--- src/rtl/spkgate_pkg.sv ---
// Package: bit positions and width of the speaker gate control byte.
// Assumes an 8-bit data path. Neighbouring logic decodes the positions below.
package spkgate_pkg;
    localparam int DATA_W      = 8;
    localparam int POS_GATE    = 0;
    localparam int POS_SPK     = 1;
    localparam int POS_REFRESH = 4;
    localparam int POS_T2OUT   = 5;

    typedef struct packed {
        logic spk_en;
        logic gate;
    } ctrl_t;
endpackage

--- src/rtl/spkgate_ctrl_reg.sv ---
// Module: control register holding the gate level and the speaker enable.
// Assumes a one-cycle write strobe. The new value shows on the outputs in the next cycle.
module spkgate_ctrl_reg
    import spkgate_pkg::*;
#(
    parameter int W = DATA_W
) (
    input  logic         clk,
    input  logic         rst_n,
    input  logic         wr_en,
    input  logic [W-1:0] wr_data,
    output ctrl_t        ctrl
);
    ctrl_t ctrl_q;

    // Capture the two control bits on a write. Reset clears both.
    always_ff @(posedge clk) begin
        if (!rst_n) begin
            ctrl_q <= '0;
        end else if (wr_en) begin
            ctrl_q.gate   <= wr_data[POS_GATE];
            ctrl_q.spk_en <= wr_data[POS_SPK];
        end
    end

    assign ctrl = ctrl_q;
endmodule

--- src/rtl/spkgate_refresh.sv ---
// Module: free-running refresh toggle that inverts every HALF clock cycles.
// Assumes HALF >= 2. The counter restarts only on reset and ignores all other inputs.
module spkgate_refresh #(
    parameter int HALF = 2048
) (
    input  logic clk,
    input  logic rst_n,
    output logic toggle
);
    localparam int CNT_W = (HALF > 2) ? $clog2(HALF) : 1;
    localparam logic [CNT_W-1:0] LAST = CNT_W'(HALF - 1);

    logic [CNT_W-1:0] cnt_q;
    logic             tog_q;
    logic             wrap;

    // Detect the last cycle of a half period.
    always_comb wrap = (cnt_q == LAST);

    // Advance the counter and invert the toggle when it wraps.
    always_ff @(posedge clk) begin
        if (!rst_n) begin
            cnt_q <= '0;
            tog_q <= 1'b0;
        end else if (wrap) begin
            cnt_q <= '0;
            tog_q <= ~tog_q;
        end else begin
            cnt_q <= cnt_q + 1'b1;
        end
    end

    assign toggle = tog_q;
endmodule

--- src/rtl/spkgate_status_mux.sv ---
// Module: builds the status byte from the control bits, the refresh toggle and the timer output.
// Assumes that bit positions unused in the package read as zero. The module is purely combinational.
module spkgate_status_mux
    import spkgate_pkg::*;
#(
    parameter int W = DATA_W
) (
    input  ctrl_t        ctrl,
    input  logic         refresh,
    input  logic         t2_out,
    output logic [W-1:0] status
);
    for (genvar b = 0; b < W; b++) begin : g_bit
        if (b == POS_GATE) begin : g_gate
            assign status[b] = ctrl.gate;
        end else if (b == POS_SPK) begin : g_spk
            assign status[b] = ctrl.spk_en;
        end else if (b == POS_REFRESH) begin : g_ref
            assign status[b] = refresh;
        end else if (b == POS_T2OUT) begin : g_t2
            assign status[b] = t2_out;
        end else begin : g_zero
            assign status[b] = 1'b0;
        end
    end
endmodule

--- src/rtl/spkgate_port.sv ---
// Module: top of the speaker gate control port.
// Assumes a synchronous active-low reset and that t2_out_i comes from the channel 2 timer on the same clock.
module spkgate_port
    import spkgate_pkg::*;
#(
    parameter int REFRESH_HALF = 2048
) (
    input  logic              clk,
    input  logic              rst_n,
    input  logic              wr_en_i,
    input  logic [DATA_W-1:0] wr_data_i,
    input  logic              t2_out_i,
    output logic              gate2_o,
    output logic              spk_en_o,
    output logic [DATA_W-1:0] rd_data_o
);
    ctrl_t ctrl;
    logic  refresh;

    spkgate_ctrl_reg #(.W(DATA_W)) u_ctrl (
        .clk     (clk),
        .rst_n   (rst_n),
        .wr_en   (wr_en_i),
        .wr_data (wr_data_i),
        .ctrl    (ctrl)
    );

    spkgate_refresh #(.HALF(REFRESH_HALF)) u_refresh (
        .clk    (clk),
        .rst_n  (rst_n),
        .toggle (refresh)
    );

    spkgate_status_mux #(.W(DATA_W)) u_mux (
        .ctrl    (ctrl),
        .refresh (refresh),
        .t2_out  (t2_out_i),
        .status  (rd_data_o)
    );

    assign gate2_o  = ctrl.gate;
    assign spk_en_o = ctrl.spk_en;
endmodule

--- config.mk ---
export PLATFORM = sky130hd
export DESIGN_NAME = spkgate_port
export DESIGN_NICKNAME = d
export VERILOG_FILES = /design/src/rtl/spkgate_pkg.sv /design/src/rtl/spkgate_ctrl_reg.sv /design/src/rtl/spkgate_refresh.sv /design/src/rtl/spkgate_status_mux.sv /design/src/rtl/spkgate_port.sv
export SDC_FILE = /design/constraint.sdc
export NUM_CORES = 1
export LEC_CHECK = 0
export BUFFER_PORTS_ARGS = -buffer_cell sky130_fd_sc_hd__buf_2
export CAP_MARGIN = 20
export CORE_MARGIN = 5
export CORE_UTILIZATION = 35
export CTS_CLUSTER_DIAMETER = 200
export DETAILED_ROUTE_END_ITERATION = 7
export PLACE_DENSITY = 0.58
export SLEW_MARGIN = 20
export SYNTH_ARGS = -nofsm -noshare
export SYNTH_HDL_FRONTEND = slang
export SYNTH_SLANG_ARGS = --single-unit
--- constraint.sdc ---
create_clock -name clk -period 2.9 [get_ports clk]
set_clock_uncertainty 0.05 [all_clocks]
set_input_delay 0.145 -clock clk [delete_from_list [all_inputs] [get_ports clk]]
set_output_delay 0.145 -clock clk [all_outputs]
set_load 0.1 [all_outputs]
==> impl_metrics.ini, run 1 <==
[timing]
period_minus_slack_ns = 1.73
max-slew-margin-rel_pct = 56.2
hold_viol = 0
rsz0062_at_grt = no
setup_viol = 0
min_period_over_period_pct = 59.7
tns_ns = 0
report.final.slew_viol_count = 0
fmax_ghz = 0.577
tightestPinTransition_ns = 0.654

[worst_setup_path]
crit_path_end_kind = flip-flop
ff2ff_setup_slack_ns = 1.17
r2r_start = u_refresh.cnt_q[0]
start_kind = flip-flop
cpMaxStageDelayCell = o31ai_2
cp-startpoint = u_refresh.cnt_q[0]
critical_path_class = reg2reg
crit_cells = 4
r2r_cells = 4
critPathTopFamily = compound AO/OA/AOI/OAI gates
crit_path_cell_trace = ha_1 > nand4_4 > o31ai_2 > nor2_1
crit_path_max_fanout = 9
path_buf_inv = 0
r2r_end = u_refresh.cnt_q[3]
slowest_delay_ns = 0.64
setup.worst_path.end = u_refresh.cnt_q[3]
arrival_ns = 1.82
required_ns = 2.99

[place]
place_inst = 99
dp_hpwl_um = 826
place.gp.congestion = 0.667
placed_area_um2 = 698
io_buffers = 9

[floorplanning]
fp-row-count = 15
floorplan.initialDensity_pct = 37.6
die_area_mm2 = 0.00289
ioPinCount = 22
coreArea_mm2 = 0.00178
fp.dieW_um = 53.8
die_height_um = 53.8

[synth]
synth_cell_type_count = 22
synthTopCellsByArea = dfxtp_1 42%, buf_4 9.0%, nand4_4 6.3%, o31ai_1 4.5%, or4_1 4.5%
seq_area_frac_synth_pct = 41.8
yosysTopAreaCell = dfxtp_1
synth_top_area_share_pct = 41.8
synth-seq-cells = 14
synth_area_per_cell_um2 = 9.58
synth_area_um2 = 671
netlist_instances = 70
ys_warn_count = 0

[global_route]
grt_use_total_pct = 9.91
grt_max_degree = 10
grt_pass1_vias = 462
antenna_found_initial = 0
grt_pass1_wl_um = 2000
grt-ovfl-total = 0

[route]
wl_per_cell_um = 11.1
vias = 496
wirelength_um = 1130
wl_met3_um = 115
dr.pass1.iters = 4
dr_wl_met2_um = 509
m1WireLength_um = 484
drc = 0
vias_per_cell = 4.86
drtIter0Drc = 8
highest_layer = met4
ant_nets = 0

[pwr]
peakVddDrop_uv = 317
p_per_area_mw_per_mm2 = 515
leakage_nw = 0.284

[final_layout]
layout.nets = 92
nFillCells = 188
diodes = 0
stdcell_count = 102
area.growth.synth_to_final_pct = 7.46
drive_above_1_share_pct = 22.1
seq_area_um2 = 280
multiInputGateArea_um2 = 330
final_area_um2 = 721

[clocking]
cts_root_buf = clkbuf_4
cts_tree = built
postCtsHoldBufs = 0
cts_max_level = 1
clockBufferDepth = 2
cts.sinks = 14
cts_setup_buffers = 0
cts_buffers = 3
clock_latency_ns = 0.27
clk_transition_reported_paths_ns = 0.07
cts-resized-gates = 0

[worst_hold_path]
hp-class = in2reg

[run_status]
status = finished clean

[flow_run]
cap_violations = 0
stage by stage:
| step | hold WS (ns) | utilization (%) | worst slack (ns) | power, mW |
|---|---|---|---|---|
| after CTS | 0.0852 | 40.4 | 1.13 | 0.379 |
| after detailed placement | 0.241 | 39.2 | 1.14 | 0.273 |
| after global placement | 0.241 | 39.2 | 1.13 | 0.273 |
| after floorplan | 0.217 | - | 1.33 | 0.277 |
| after global routing | 0.120 | 40.4 | 0.952 | 0.396 |
| final | 0.0881 | 40.4 | 1.17 | 0.371 |
worst min-delay path: stages:
cell,delay (ns)
buf_2,0.08
mux2i_1,0.06
nor2b_1,0.09
final cells by class:
type	count	area share, %
multi-input combinational	48	45.8
sequential	14	38.9
timing repair buffer	9	6.25
tap	25	4.34
clock buffer	3	3.13
inverter	3	1.56
cells in the final DEF (no fill, tap or decap):
cell	n
dfxtp_1	14
buf_2	9
a21oi_1	5
nand3_1	4
o31ai_1	4
or4_1	4
nor2_1	4
conb_1	4
o21ai_0	3
nand2_1	3
inv_1	3
clkbuf_4	3
nand4_4	2
or3_2	2
xnor2_1	2
mux2i_1	2
nor2b_1	2
a21boi_1	2
o31ai_2	1
or3_1	1
and2_1	1
xor2_1	1
ha_1	1
power by group:
part	switching, mW	leakage (nW)	internal [mW]
registers	0.00482	0.114	0.197
logic	0.0562	0.156	0.0102
clock network	0.0544	0.0138	0.0480
total	0.115	0.284	0.256
metal layers:
metal / global-route usage, % / up-vias
li1: - / 251
met1: 10.8 / 226
met2: 15.5 / 17
met3: 5.26 / 2
met4: 5.11 / 0
met5: 0 / -
synth_stat cells, drive strengths merged:
cell,instances
dfxtp,14
buf,8
a21oi,5
o31ai,5
nand3,4
nor2,4
or4,4
inv,3
nand2,3
o21ai,3
or3,3
a21boi,2
mux2i,2
nand4,2
nor2b,2
xnor2,2
and2,1
conb,1
ha,1
xor2,1
registers in the layout, indices dropped and copies added, names as in the netlist:
register	count
u_ctrl.ctrl	2
u_refresh.cnt_q	11
u_refresh.toggle	1
worst min-delay path by stage:
stage,start,endpoint,slack [ns],cells past startpoint
6_report,wr_data_i[1],u_ctrl.ctrl[1],0.09,3
2_1_floorplan,rst_n,u_refresh.cnt_q[4],0.22,1
3_3_place_gp,t2_out_i,rd_data_o[5],0.24,0
3_5_place_dp,t2_out_i,rd_data_o[5],0.24,0
4_1_cts,wr_data_i[1],u_ctrl.ctrl[1],0.09,3
5_1_grt,rst_n,u_refresh.toggle,0.12,2
cell families after synthesis:
| logic type | Yosys count | share of synthesized area, % |
|---|---|---|
| buffers and inverters | 11 | 10.6 |
| DFF | 14 | 41.8 |
| and+or+nand+nor | 23 | 23.7 |
| xor gates and xnor gates | 3 | 3.92 |
| adders and majority gates | 1 | 1.87 |
| AOI/OAI and AO/OA | 15 | 14.6 |
| other | 1 | 0.559 |
| muxes | 2 | 2.99 |
Note: power is estimated with default switching activity, not from simulation.
==> inputs of run 2 (changes only) <==
Clock period 2.9 ns to 1.8 ns, I/O delays scaled along.
==> impl_metrics.ini, run 2 (synthesized netlist as in run 1, its figures left out) <==
[run_status]
status = finished clean

[floorplanning]
floorplan.initialDensity_pct = 37.6
ioPinCount = 22
die_height_um = 53.8
fp.dieW_um = 53.8
die_area_mm2 = 0.00289
fp-row-count = 15
coreArea_mm2 = 0.00178

[route]
drc = 0
ant_nets = 0
wirelength_um = 1130
dr.pass1.iters = 4
vias = 492
drtIter0Drc = 7
vias_per_cell = 4.78
wl_per_cell_um = 11.0

[flow_run]
cap_violations = 0

[final_layout]
mostFrequentLayoutCells = 14 x dfxtp_1, 9 x buf_2, 5 x a21oi_1
diodes = 0
nFillCells = 186
drive_above_1_share_pct = 23.1
area.growth.synth_to_final_pct = 8.58
final_common_cell = dfxtp_1
top_register = u_refresh.cnt_q
layout.nets = 93
largest_reg_flops = 11
final_util_pct = 40.8

[global_route]
grt_pass1_wl_um = 1930
grt_max_degree = 10
grt-ovfl-total = 0
grt_use_total_pct = 9.50
antenna_found_initial = 0
grt_pass1_vias = 454

[place]
place.gp.congestion = 0.648
dp_hpwl_um = 863
io_buffers = 9

[pwr]
p_per_area_mw_per_mm2 = 826
peakVddDrop_uv = 468
finalPower_uw = 602
leakage_nw = 0.289

[timing]
min_period_over_period_pct = 89.5
hold_viol = 0
fmax_ghz = 0.621
rsz0062_at_grt = no
tns_ns = 0
period_minus_slack_ns = 1.61
hold_ws_ns = 0.0395
report.final.slew_viol_count = 0
setup_viol = 0

[worst_setup_path]
required_ns = 1.95
crit_path_cell_trace = ha_1 > nand4_4 > or4_1 > a21boi_1
crit_path_end_kind = flip-flop
crit_path_max_fanout = 9
r2r_cells = 4
r2r_end = u_refresh.toggle
cpMaxStageDelayCell = or4_1
critical_path_class = reg2reg
slowest_delay_ns = 0.53
r2r_start = u_refresh.cnt_q[0]
setup.worst_path.end = u_refresh.toggle
cp-startpoint = u_refresh.cnt_q[0]
arrival_ns = 1.76
start_kind = flip-flop
ff2ff_setup_slack_ns = 0.19

[clocking]
clk_transition_reported_paths_ns = 0.08
cts_tree = built
cts_root_buf = clkbuf_4
cts-resized-gates = 0
clockBufferDepth = 2
cts_max_level = 1
postCtsHoldBufs = 0
clock_latency_ns = 0.27
cts_buffers = 3
cts.sinks = 14
cts_setup_buffers = 0

[worst_hold_path]
hp-start = wr_data_i[1]
hp-class = in2reg
-- run 2: how the worst min path moves through the flow --
stage          depth (start not counted)                 end  slack, ns
6_report                               3      u_ctrl.ctrl[1]       0.04
5_1_grt                                2  u_refresh.cnt_q[4]       0.07
4_1_cts                                3      u_ctrl.ctrl[1]       0.04
3_5_place_dp                           0        rd_data_o[5]       0.13
3_3_place_gp                           0        rd_data_o[5]       0.13
2_1_floorplan                          1  u_refresh.cnt_q[4]       0.16
-- run 2: power by group --
part / switching [mW] / total [mW] / leakage (nW) / internal [mW]
Combinational: 0.0910 / 0.109 / 0.161 / 0.0177
Clock: 0.0900 / 0.167 / 0.0138 / 0.0773
Sequential: 0.00775 / 0.326 / 0.114 / 0.318
-- run 2: worst max-delay path, delay by kind of cell, from the launching register on --
family / cells / cell delay, ns
fa+ha+maj: 1 / 0.26
compound gates: 1 / 0.14
simple gates: 2 / 0.71
flops: 1 / 0.38
-- run 2: per-stage QoR --
step / cell area, um2 / setup slack [ns] / instances
2_1_floorplan: 682 / 0.287 / 73
3_3_place_gp: 706 / 0.225 / 100
3_5_place_dp: 706 / 0.203 / 100
4_1_cts: 728 / 0.171 / 103
5_1_grt: 728 / 0.0691 / 103
6_report: 728 / 0.189 / 103
-- run 2: cell type report --
cell class                      count  area (um2)  share of cell area [%]
Clock buffer                        3        22.5                    3.09
Inverter                            3        11.3                    1.55
Multi-Input combinational cell     48         330                    45.4
Sequential cell                    14         280                    38.5
Tap cell                           25        31.3                    4.30
Timing Repair Buffer               10        52.6                    7.22
-- run 2: routing by layer --
layer  global-route usage (%)  wire [um]
met1                     10.7        543
met5                        0          0
met4                     2.55         10
met3                     4.99         86
met2                     15.5        492
